--- config.mk ---
export PLATFORM = sky130hd
export DESIGN_NAME = nand_cycle_timer
export DESIGN_NICKNAME = d
export VERILOG_FILES = /design/src/rtl/nct_pkg.sv /design/src/rtl/nct_seq.sv /design/src/rtl/nct_ready.sv /design/src/rtl/nand_cycle_timer.sv
export SDC_FILE = /design/constraint.sdc
export NUM_CORES = 1
export LEC_CHECK = 0
export ABC_AREA = 1
export CORE_ASPECT_RATIO = 0.75
export CORE_MARGIN = 2
export CORE_UTILIZATION = 47
export CTS_CLUSTER_SIZE = 8
export DETAILED_ROUTE_END_ITERATION = 8
export GPL_TIMING_DRIVEN = 0
export PLACE_DENSITY = 0.75
export SLEW_MARGIN = 30
export SYNTH_ARGS = -nofsm -noshare
export SYNTH_HDL_FRONTEND = slang
export SYNTH_SLANG_ARGS = --single-unit
--- constraint.sdc ---
create_clock -name clk -period 2.25 [get_ports clk]
set_input_delay 0.5625 -clock clk [delete_from_list [all_inputs] [get_ports clk]]
set_output_delay 0.5625 -clock clk [all_outputs]
set_load 0.01 [all_outputs]
--- src/rtl/nct_pkg.sv ---
package nct_pkg;

    localparam int FIELD_W  = 4;
    localparam int BYTE_W   = 8;
    localparam int WORD_W   = 32;
    localparam int CFG_W    = 6;
    localparam int CE_BIT   = 5;
    localparam int HALF_W   = WORD_W / 2;

    typedef enum logic [2:0] {
        SEL_DATA   = 3'd0,
        SEL_ADDR   = 3'd1,
        SEL_CMD    = 3'd2,
        SEL_CFG    = 3'd3,
        SEL_STAT   = 3'd4,
        SEL_TIMING = 3'd5
    } sel_e;

    typedef enum logic [1:0] {
        PH_IDLE,
        PH_SETUP,
        PH_STROBE,
        PH_HOLD
    } phase_e;

    typedef enum logic [1:0] {
        KIND_DATA,
        KIND_ADDR,
        KIND_CMD
    } kind_e;

    // One half of the timing word; first member is the most significant nibble.
    typedef struct packed {
        logic [FIELD_W-1:0] ready_wait;
        logic [FIELD_W-1:0] width;
        logic [FIELD_W-1:0] hold;
        logic [FIELD_W-1:0] setup;
    } half_timing_t;

    typedef struct packed {
        logic [FIELD_W-1:0] width;
        logic [FIELD_W-1:0] hold;
        logic [FIELD_W-1:0] setup;
    } phase_times_t;

    typedef struct packed {
        kind_e              kind;
        logic               is_read;
        logic [BYTE_W-1:0]  wbyte;
        phase_times_t       times;
    } cycle_req_t;

    function automatic half_timing_t pick_half(input logic [WORD_W-1:0] word,
                                               input logic is_read);
        return is_read ? half_timing_t'(word[HALF_W-1:0])
                       : half_timing_t'(word[WORD_W-1:HALF_W]);
    endfunction

    function automatic phase_times_t to_phase_times(input half_timing_t h);
        phase_times_t p;
        p.width = h.width;
        p.hold  = h.hold;
        p.setup = h.setup;
        return p;
    endfunction

endpackage

--- src/rtl/nct_seq.sv ---
module nct_seq
    import nct_pkg::*;
(
    input  logic              clk,
    input  logic              rst,
    input  logic              start,
    input  cycle_req_t        req,
    input  logic [BYTE_W-1:0] dq_in,
    output phase_e            phase,
    output cycle_req_t        cur,
    output logic              done,
    output logic [BYTE_W-1:0] rbyte
);

    logic [FIELD_W-1:0] cnt;
    logic               last;

    assign last = (cnt == '0);
    assign done = (phase == PH_HOLD) && last;

    always_ff @(posedge clk) begin
        if (rst) begin
            phase <= PH_IDLE;
            cnt   <= '0;
            cur   <= '0;
            rbyte <= '0;
        end else begin
            unique case (phase)
                PH_IDLE: begin
                    if (start) begin
                        phase <= PH_SETUP;
                        cnt   <= req.times.setup;
                        cur   <= req;
                    end
                end
                PH_SETUP: begin
                    if (last) begin
                        phase <= PH_STROBE;
                        cnt   <= cur.times.width;
                    end else begin
                        cnt <= cnt - 1'b1;
                    end
                end
                PH_STROBE: begin
                    if (last) begin
                        phase <= PH_HOLD;
                        cnt   <= cur.times.hold;
                        if (cur.is_read) begin
                            rbyte <= dq_in;
                        end
                    end else begin
                        cnt <= cnt - 1'b1;
                    end
                end
                PH_HOLD: begin
                    if (last) begin
                        phase <= PH_IDLE;
                    end else begin
                        cnt <= cnt - 1'b1;
                    end
                end
                default: phase <= PH_IDLE;
            endcase
        end
    end

endmodule

--- src/rtl/nct_ready.sv ---
module nct_ready
    import nct_pkg::*;
#(
    parameter int SYNC_STAGES = 2
) (
    input  logic               clk,
    input  logic               rst,
    input  logic               rb_pin,
    input  logic               cycle_done,
    input  logic [FIELD_W-1:0] wait_n,
    output logic               waiting,
    output logic               ready
);

    localparam int WAIT_W = FIELD_W + 1;

    logic [SYNC_STAGES-1:0] sync_q;
    logic [WAIT_W-1:0]      wait_cnt;

    generate
        for (genvar i = 0; i < SYNC_STAGES; i++) begin : g_sync
            always_ff @(posedge clk) begin
                if (rst) begin
                    sync_q[i] <= 1'b0;
                end else if (i == 0) begin
                    sync_q[i] <= rb_pin;
                end else begin
                    sync_q[i] <= sync_q[(i == 0) ? 0 : i-1];
                end
            end
        end
    endgenerate

    assign waiting = (wait_cnt != '0);

    always_ff @(posedge clk) begin
        if (rst) begin
            wait_cnt <= '0;
            ready    <= 1'b0;
        end else if (cycle_done) begin
            wait_cnt <= {wait_n, 1'b0};
            ready    <= 1'b0;
        end else if (waiting) begin
            wait_cnt <= wait_cnt - 1'b1;
        end else begin
            ready <= sync_q[SYNC_STAGES-1];
        end
    end

endmodule

--- src/rtl/nand_cycle_timer.sv ---
module nand_cycle_timer
    import nct_pkg::*;
#(
    parameter int SYNC_STAGES = 2
) (
    input  logic              clk,
    input  logic              rst,
    input  logic              bus_req,
    input  logic              bus_we,
    input  logic [2:0]        bus_sel,
    input  logic [WORD_W-1:0] bus_wdata,
    output logic              bus_ack,
    output logic [WORD_W-1:0] bus_rdata,
    output logic              nand_ce_n,
    output logic              nand_cle,
    output logic              nand_ale,
    output logic              nand_we_n,
    output logic              nand_re_n,
    output logic [BYTE_W-1:0] nand_dq_out,
    output logic              nand_dq_oe,
    input  logic [BYTE_W-1:0] nand_dq_in,
    input  logic              nand_rb
);

    logic [CFG_W-1:0]  cfg_q;
    logic [WORD_W-1:0] timing_q;
    logic              ack_q;
    logic [WORD_W-1:0] rdata_q;

    phase_e            phase;
    cycle_req_t        cur;
    cycle_req_t        new_req;
    logic              seq_done;
    logic [BYTE_W-1:0] rbyte;
    logic              rdy_waiting;
    logic              rdy_flag;

    sel_e              sel;
    logic              accept;
    logic              makes_cycle;
    logic              is_read_cycle;
    half_timing_t      new_half;
    half_timing_t      cur_half;

    assign sel    = sel_e'(bus_sel);
    assign accept = bus_req && !ack_q && (phase == PH_IDLE);

    always_comb begin
        is_read_cycle = (sel == SEL_DATA) && !bus_we;
        makes_cycle   = (sel == SEL_DATA) ||
                        (bus_we && (sel == SEL_ADDR || sel == SEL_CMD));
        new_half      = pick_half(timing_q, is_read_cycle);
        new_req.is_read = is_read_cycle;
        new_req.wbyte   = bus_wdata[BYTE_W-1:0];
        new_req.times   = to_phase_times(new_half);
        unique case (sel)
            SEL_CMD:  new_req.kind = KIND_CMD;
            SEL_ADDR: new_req.kind = KIND_ADDR;
            default:  new_req.kind = KIND_DATA;
        endcase
    end

    nct_seq u_seq (
        .clk   (clk),
        .rst   (rst),
        .start (accept && makes_cycle),
        .req   (new_req),
        .dq_in (nand_dq_in),
        .phase (phase),
        .cur   (cur),
        .done  (seq_done),
        .rbyte (rbyte)
    );

    assign cur_half = pick_half(timing_q, cur.is_read);

    nct_ready #(.SYNC_STAGES(SYNC_STAGES)) u_ready (
        .clk        (clk),
        .rst        (rst),
        .rb_pin     (nand_rb),
        .cycle_done (seq_done),
        .wait_n     (cur_half.ready_wait),
        .waiting    (rdy_waiting),
        .ready      (rdy_flag)
    );

    always_ff @(posedge clk) begin
        if (rst) begin
            cfg_q    <= '0;
            timing_q <= '0;
            ack_q    <= 1'b0;
            rdata_q  <= '0;
        end else begin
            ack_q <= 1'b0;
            if (seq_done) begin
                ack_q   <= 1'b1;
                rdata_q <= cur.is_read ? WORD_W'(rbyte) : '0;
            end else if (accept && !makes_cycle) begin
                ack_q   <= 1'b1;
                rdata_q <= '0;
                if (bus_we) begin
                    if (sel == SEL_CFG)    cfg_q    <= bus_wdata[CFG_W-1:0];
                    if (sel == SEL_TIMING) timing_q <= bus_wdata;
                end else begin
                    unique case (sel)
                        SEL_CFG:    rdata_q <= WORD_W'(cfg_q);
                        SEL_STAT:   rdata_q <= WORD_W'(rdy_flag);
                        SEL_TIMING: rdata_q <= timing_q;
                        default:    rdata_q <= '0;
                    endcase
                end
            end
        end
    end

    assign bus_ack     = ack_q;
    assign bus_rdata   = rdata_q;
    assign nand_ce_n   = ~cfg_q[CE_BIT];
    assign nand_cle    = (phase != PH_IDLE) && (cur.kind == KIND_CMD);
    assign nand_ale    = (phase != PH_IDLE) && (cur.kind == KIND_ADDR);
    assign nand_we_n   = !((phase == PH_STROBE) && !cur.is_read);
    assign nand_re_n   = !((phase == PH_STROBE) && cur.is_read);
    assign nand_dq_oe  = (phase != PH_IDLE) && !cur.is_read;
    assign nand_dq_out = cur.wbyte;

endmodule

==> results of run 1 <==
## state kept, by name (all words and copies together) (netlist names)
register          flops
u_ready.sync_q        2
cfg_q                 6
u_seq.cur            19
bus_rdata            32
u_seq.phase           2
bus_ack               1
timing_q             32
u_seq.rbyte           8
u_ready.wait_cnt      5
u_ready.ready         1
u_seq.cnt             4
## path summary, 6_finish.rpt
check	from	to	slack (ns)	depth (start not counted)
max reg2reg	u_seq.phase[0]$_SDFFE_PP0P_	u_seq.cur[20]$_SDFFE_PP0P_	0.13	8
min	u_ready.sync_q[0]$_SDFF_PP0_	u_ready.sync_q[1]$_SDFF_PP0_	0.42	2
max	u_seq.phase[0]$_SDFFE_PP0P_	nand_we_n	0.04	4
min reg2reg	u_ready.sync_q[0]$_SDFF_PP0_	u_ready.sync_q[1]$_SDFF_PP0_	0.42	2
## timing repair
item | in CTS | in global routing
resized for setup | 14 | 8
setup buffers | 0 | 4
hold endpoints to repair | 0 | 0
setup endpoints to repair | 5 | 31
pin swaps | 0 | 1
## area by class of cell
| cell class | instances | area, µm² | area share, % |
|---|---|---|---|
| sequential | 112 | 2250 | 34.8 |
| timing repair buffer | 96 | 948 | 14.7 |
| inverter | 56 | 211 | 3.27 |
| tap | 136 | 170 | 2.63 |
| buffer | 47 | 250 | 3.87 |
| multi-input combinational | 485 | 2320 | 35.9 |
| clock buffer | 9 | 225 | 3.49 |
| clock inverter | 7 | 88.8 | 1.38 |
## per-layer routing
layer / part of all wire [%] / vias to the layer above / track usage, %
met2: 44 / 173 / 39.5
met1: 48 / 2329 / 38.1
met3: 5.8 / 26 / 5.49
li1: - / 2496 / -
met4: 1.8 / 0 / 7.95
met5: 0 / - / 0
## critical path, stage by stage, from the launching register on
cell	delay, ns
dfxtp_2	0.34
inv_1	0.10
ha_2	0.31
nand2_1	0.08
clkdlybuf4s50_1	0.48
## logic make-up (layout without fill, tap and decap cells)
family / count (synthesis) / count (layout)
flip-flops: 112 / 112
AND/OR/NAND/NOR: 324 / 324
buffers and inverters: 105 / 215
AO/OA/AOI/OAI: 151 / 151
adder cells (fa/ha/maj): 7 / 7
XOR/XNOR: 3 / 3
## per-stage QoR
step	power (mW)	TNS [ns]	instances	hold slack, ns
detailed placement	3.74	-16.32	930	0.404
global route	5.74	-0.114	948	0.424
global placement	3.70	-12.86	930	0.399
finish	5.45	0	948	0.415
floorplan	3.23	0	702	0.388
CTS	5.42	-0.0613	944	0.414
## cells in the mapped netlist (4+ instances only)
master / count
o21ai_0: 75
ha_1: 7
clkbuf_1: 25
a21oi_1: 68
nand4_1: 5
nand3_1: 51
buf_4: 9
nand2_1: 124
dfxtp_1: 112
nor3_1: 43
inv_1: 53
nor2_1: 89
nand2_2: 4
buf_2: 7
## power by group
part | internal (mW) | switching [mW]
Combinational | 0.592 | 0.938
Sequential | 2.13 | 0.108
Clock | 0.886 | 0.796
Total | 3.61 | 1.84
==> impl_metrics.py, run 1 <==
metrics = {
    "layout": {
        "layout_commonest_cell": "nand2_1",
        "finish.instance_area_um2": 6460,
        "final_util_pct": 62.5,
        "drive_gt1_share_pct": 8.74,
        "final_cell_mix": "nand2_1, dfxtp_1, nor2_1, clkdlybuf4s50_1, o21ai_0",
        "fillers": 985,
        "diodes": 0,
        "syn2layout_area_growth_pct": 29.0,
        "layout.nets": 862,
    },
    "synth": {
        "synth-simple-area-share_pct": 28.1,
        "synth-warning-count": 0,
        "synth_xor_area_share_pct": 0.525,
        "synthAdderAreaFrac_pct": 1.75,
        "synth_top_family_by_area": "simple AND/OR/NAND/NOR gates",
        "synthMuxAreaShare_pct": 0,
        "synthFlopType": "dfxtp_1",
        "synth_top_area_share_pct": 44.8,
        "synth_area_leaders": "dfxtp_1, nand2_1, o21ai_0, a21oi_1, nor2_1",
        "syn_area_um2": 5000,
        "synth.avg_cell_area_um2": 7.13,
        "async_flop_share_pct": 0,
        "synthCells": 702,
        "yosys.area.top_type": "dfxtp_1",
        "synth_fp_nets": 757,
        "synth_seq_area_share_pct": 44.8,
        "synth_compound_area_share_pct": 15.5,
        "synth_edf_count": 0,
        "synth-seq-cells": 112,
        "synth.distinct_cells": 31,
    },
    "hold_path": {
        "worstHoldPathType": "reg -> reg",
    },
    "critical_path": {
        "cp-start-kind": "flip-flop",
        "critical_path_class": "reg -> out",
        "critical_path_required_ns": 1.69,
        "arrival_ns": 1.65,
        "crit_path_end_kind": "primary output",
        "cp_max_fo": 9,
    },
    "power": {
        "power.density_nw_per_um2": 844,
        "power.leakage_nw": 2.47,
        "peakVddDrop_uv": 439,
    },
    "clock_tree": {
        "cts_tree": "yes",
        "clk_pin_slew_worst_paths_ns": 0.08,
        "clockRootBuffer": "clkbuf_16",
        "clockBufferDepth": 2,
        "numCtsBuffers": 9,
        "h-tree-depth": 3,
        "ctsHoldBuffers": 0,
        "cts_num_sinks": 112,
        "worstSkewPairLatency_ns": 0.35,
    },
    "die": {
        "start_util_pct": 48.4,
        "core_um2": 10300,
        "dieArea_um2": 11500,
        "row_count": 32,
        "fp.dieW_um": 123,
        "die_y_um": 93.4,
        "ios": 95,
    },
    "route": {
        "drt_first_pass_iters": 5,
        "ant_nets": 0,
        "drc": 0,
        "wire_per_inst_um": 15.7,
        "wl_um": 14900,
        "viasPerCell": 5.30,
        "via_count": 5024,
        "dr.first_iter.drc_count": 449,
    },
    "global_route": {
        "grt_first_pass_wirelength_um": 23300,
        "grt_pass1_vias": 4662,
        "antenna_found_initial": 0,
        "gr-usage-all-layers_pct": 26.4,
        "grt_overflow_total": 0,
        "grt_max_degree": 21,
    },
    "timing": {
        "setup_ws_ns": 0.0383,
        "drv_slew": 0,
        "fin_skew_ns": 0.0106,
        "maxClockFrequency_ghz": 0.452,
        "hold_viol_final": 0,
        "layout_min_cycle_time_ns": 2.21,
        "tightest_slew_ns": 0.641,
        "post-route-period-util_pct": 98.3,
        "slew_headroom_pct": 57.2,
        "grt_setup_unrepaired": "true",
        "finalSetupViolations": 0,
    },
    "placed_design": {
        "dpl_cell_area_um2": 6100,
        "dp_worst_setup_slack_ns": -0.313,
        "hpwl_um": 11200,
        "port-buffer-count": 92,
        "place_congestion": 0.912,
    },
    "outcome": {
        "status": "completed",
    },
    "run": {
        "max_cap_violations": 0,
    },
}
(Power assumes the default switching activity.)
==> run 2, diff against run 1 <==
--- a/config.mk
+++ b/config.mk
@@ -13,6 +13,7 @@
 export DETAILED_ROUTE_END_ITERATION = 8
 export GPL_TIMING_DRIVEN = 0
 export PLACE_DENSITY = 0.75
+export SKIP_CTS_REPAIR_TIMING = 1
 export SLEW_MARGIN = 30
 export SYNTH_ARGS = -nofsm -noshare
 export SYNTH_HDL_FRONTEND = slang
==> run 2 against run 1 <==
Against the previous run:
- sequential share of layout area shrank 0.11 points
- critical path type unchanged
- hold slack got worse by 0.0014 ns
- setup slack better by 0.011 ns
- highest routed layer unchanged
- critical endpoint is now nand_cle
- core utilization up 0.19 points
- clock-buffer cell count did not move
- non-clock buffer count is the same
- power about the same
==> impl_metrics.py, run 2 (synthesis results as in run 1) <==
metrics = {
    "layout": {
        "drive_gt1_share_pct": 8.87,
        "diodes": 0,
        "final_cell_mix": "nand2_1, dfxtp_1, nor2_1, clkdlybuf4s50_1, o21ai_0",
        "layout.nets": 862,
        "instances_no_fill": 948,
        "syn2layout_area_growth_pct": 29.4,
        "finish.instance_area_um2": 6480,
        "layout_commonest_cell": "nand2_1",
    },
    "route": {
        "wl_um": 14800,
        "ant_nets": 0,
        "dr.first_iter.drc_count": 455,
        "via_count": 5016,
        "drt_first_pass_iters": 5,
        "wire_per_inst_um": 15.7,
        "viasPerCell": 5.29,
        "drc": 0,
    },
    "hold_path": {
        "whs_path_depth": 2,
        "worstHoldPathType": "reg -> reg",
        "min_to": "u_ready.sync_q[1]$_SDFF_PP0_",
        "hp-start": "u_ready.sync_q[0]$_SDFF_PP0_",
    },
    "die": {
        "die_y_um": 93.4,
        "fp.dieW_um": 123,
        "core_um2": 10300,
        "ios": 95,
        "dieArea_um2": 11500,
        "start_util_pct": 48.4,
        "row_count": 32,
    },
    "critical_path": {
        "cp-start-kind": "flip-flop",
        "reg2reg_depth": 10,
        "cp_max_fo": 10,
        "crit_chain": "inv_1, ha_2, clkbuf_4, nor3_2, clkbuf_2",
        "critical_path_required_ns": 1.69,
        "arrival_ns": 1.64,
        "critPathMaxStageDelay_ns": 0.39,
        "cp_slowest_cell": "dfxtp_2",
        "r2r_start": "u_seq.phase[0]$_SDFFE_PP0P_",
        "r2r_setup_slack_ns": 0.14,
        "critPathLaunch": "u_seq.phase[1]$_SDFFE_PP0P_",
        "rr_endpoint": "bus_rdata[3]$_SDFFE_PP0P_",
        "critical_path_class": "reg -> out",
        "crit_path_end_kind": "primary output",
    },
    "timing": {
        "maxClockFrequency_ghz": 0.454,
        "layout_min_cycle_time_ns": 2.20,
        "fin_skew_ns": 0.0101,
        "slew_headroom_pct": 57.2,
        "tightest_slew_ns": 0.641,
        "finalSetupViolations": 0,
        "drv_slew": 0,
        "hold_viol_final": 0,
        "post-route-period-util_pct": 97.8,
    },
    "placed_design": {
        "port-buffer-count": 92,
        "dpl_cell_area_um2": 6100,
        "place_congestion": 0.912,
        "dp_cells": 930,
        "hpwl_um": 11200,
    },
    "global_route": {
        "antenna_found_initial": 0,
        "gr-usage-all-layers_pct": 26.3,
        "grt_pass1_vias": 4654,
        "grt_first_pass_wirelength_um": 23200,
        "grt_overflow_total": 0,
        "grt_max_degree": 21,
    },
    "power": {
        "peakVddDrop_uv": 439,
        "power.density_nw_per_um2": 842,
        "power.leakage_nw": 2.50,
    },
    "outcome": {
        "status": "completed",
    },
    "clock_tree": {
        "clk_pin_slew_worst_paths_ns": 0.08,
        "numCtsBuffers": 9,
        "clockBufferDepth": 2,
        "worstSkewPairLatency_ns": 0.35,
        "clockRootBuffer": "clkbuf_16",
        "h-tree-depth": 3,
        "cts_tree": "yes",
        "cts_num_sinks": 112,
    },
    "run": {
        "max_cap_violations": 0,
    },
}
==> run 2: cell count changes in the layout (fill, tap and decap cells not counted), sizes merged <==
cell	previous run	this run
dlymetal6s2s	1	4
clkbuf	35	36
dlygate4sd2	1	0
buf	26	25
clkdlybuf4s15	1	0
clkdlybuf4s50	88	87
==> run 2: critical path, delay by kind of cell, from the launching register on <==
family / cells / cell delay (ns)
buffers and inverters: 3 / 0.47
DFF: 1 / 0.39
adders and majority gates: 1 / 0.23
and+or+nand+nor: 1 / 0.21
==> run 2: layout make-up <==
type                       instances  area, µm²
buffer                            47        253
clock buffer                       9        225
clock inverter                     7       88.8
fill                             983       3850
inverter                          56        211
multi-input combinational        485       2330
sequential                       112       2250
tap                              136        170
timing repair buffer              96        956
==> run 2: per-layer routing <==
metal / GRT usage [%] / part of all wire, % / routed length, µm / vias up
met3: 5.43 / 5.6 / 826 / 24
met5: 0 / 0 / 0 / -
li1: - / - / - / 2501
met2: 39.1 / 44 / 6520 / 161
met4: 8.14 / 1.9 / 286 / 0
met1: 38.2 / 49 / 7220 / 2330
==> run 2: power by group <==
group          leakage, nW  switching (mW)  internal, mW  total, mW
sequential           0.909           0.111          2.13       2.24
combinational         1.44           0.938         0.597       1.53
clock                0.149           0.790         0.886       1.68
total                 2.50            1.84          3.62       5.46
==> run 2: worst max-delay path by stage <==
stage	endpoint	slack (ns)	cells after the start
final	nand_cle	0.05	5
after detailed placement	bus_rdata[30]$_SDFFE_PP0P_	-0.31	7
after global placement	bus_rdata[25]$_SDFFE_PP0P_	-0.26	7
after floorplan	bus_rdata[0]$_SDFFE_PP0P_	0.51	8
after global routing	nand_cle	-0.05	5
after CTS	nand_cle	-0.58	5
==> run 2: through the flow <==
| stage | setup TNS, ns | setup WS (ns) | hold slack, ns | util (%) | total power, mW |
|---|---|---|---|---|---|
| after CTS | -1.99 | -0.576 | 0.414 | 62.1 | 5.41 |
| after global routing | -0.0499 | -0.0499 | 0.424 | 62.7 | 5.75 |
| after global placement | -12.86 | -0.261 | 0.399 | 59.0 | 3.70 |
| after detailed placement | -16.32 | -0.313 | 0.404 | 59.0 | 3.74 |
| final | 0 | 0.0493 | 0.414 | 62.7 | 5.46 |
| after floorplan | 0 | 0.506 | 0.388 | - | 3.23 |
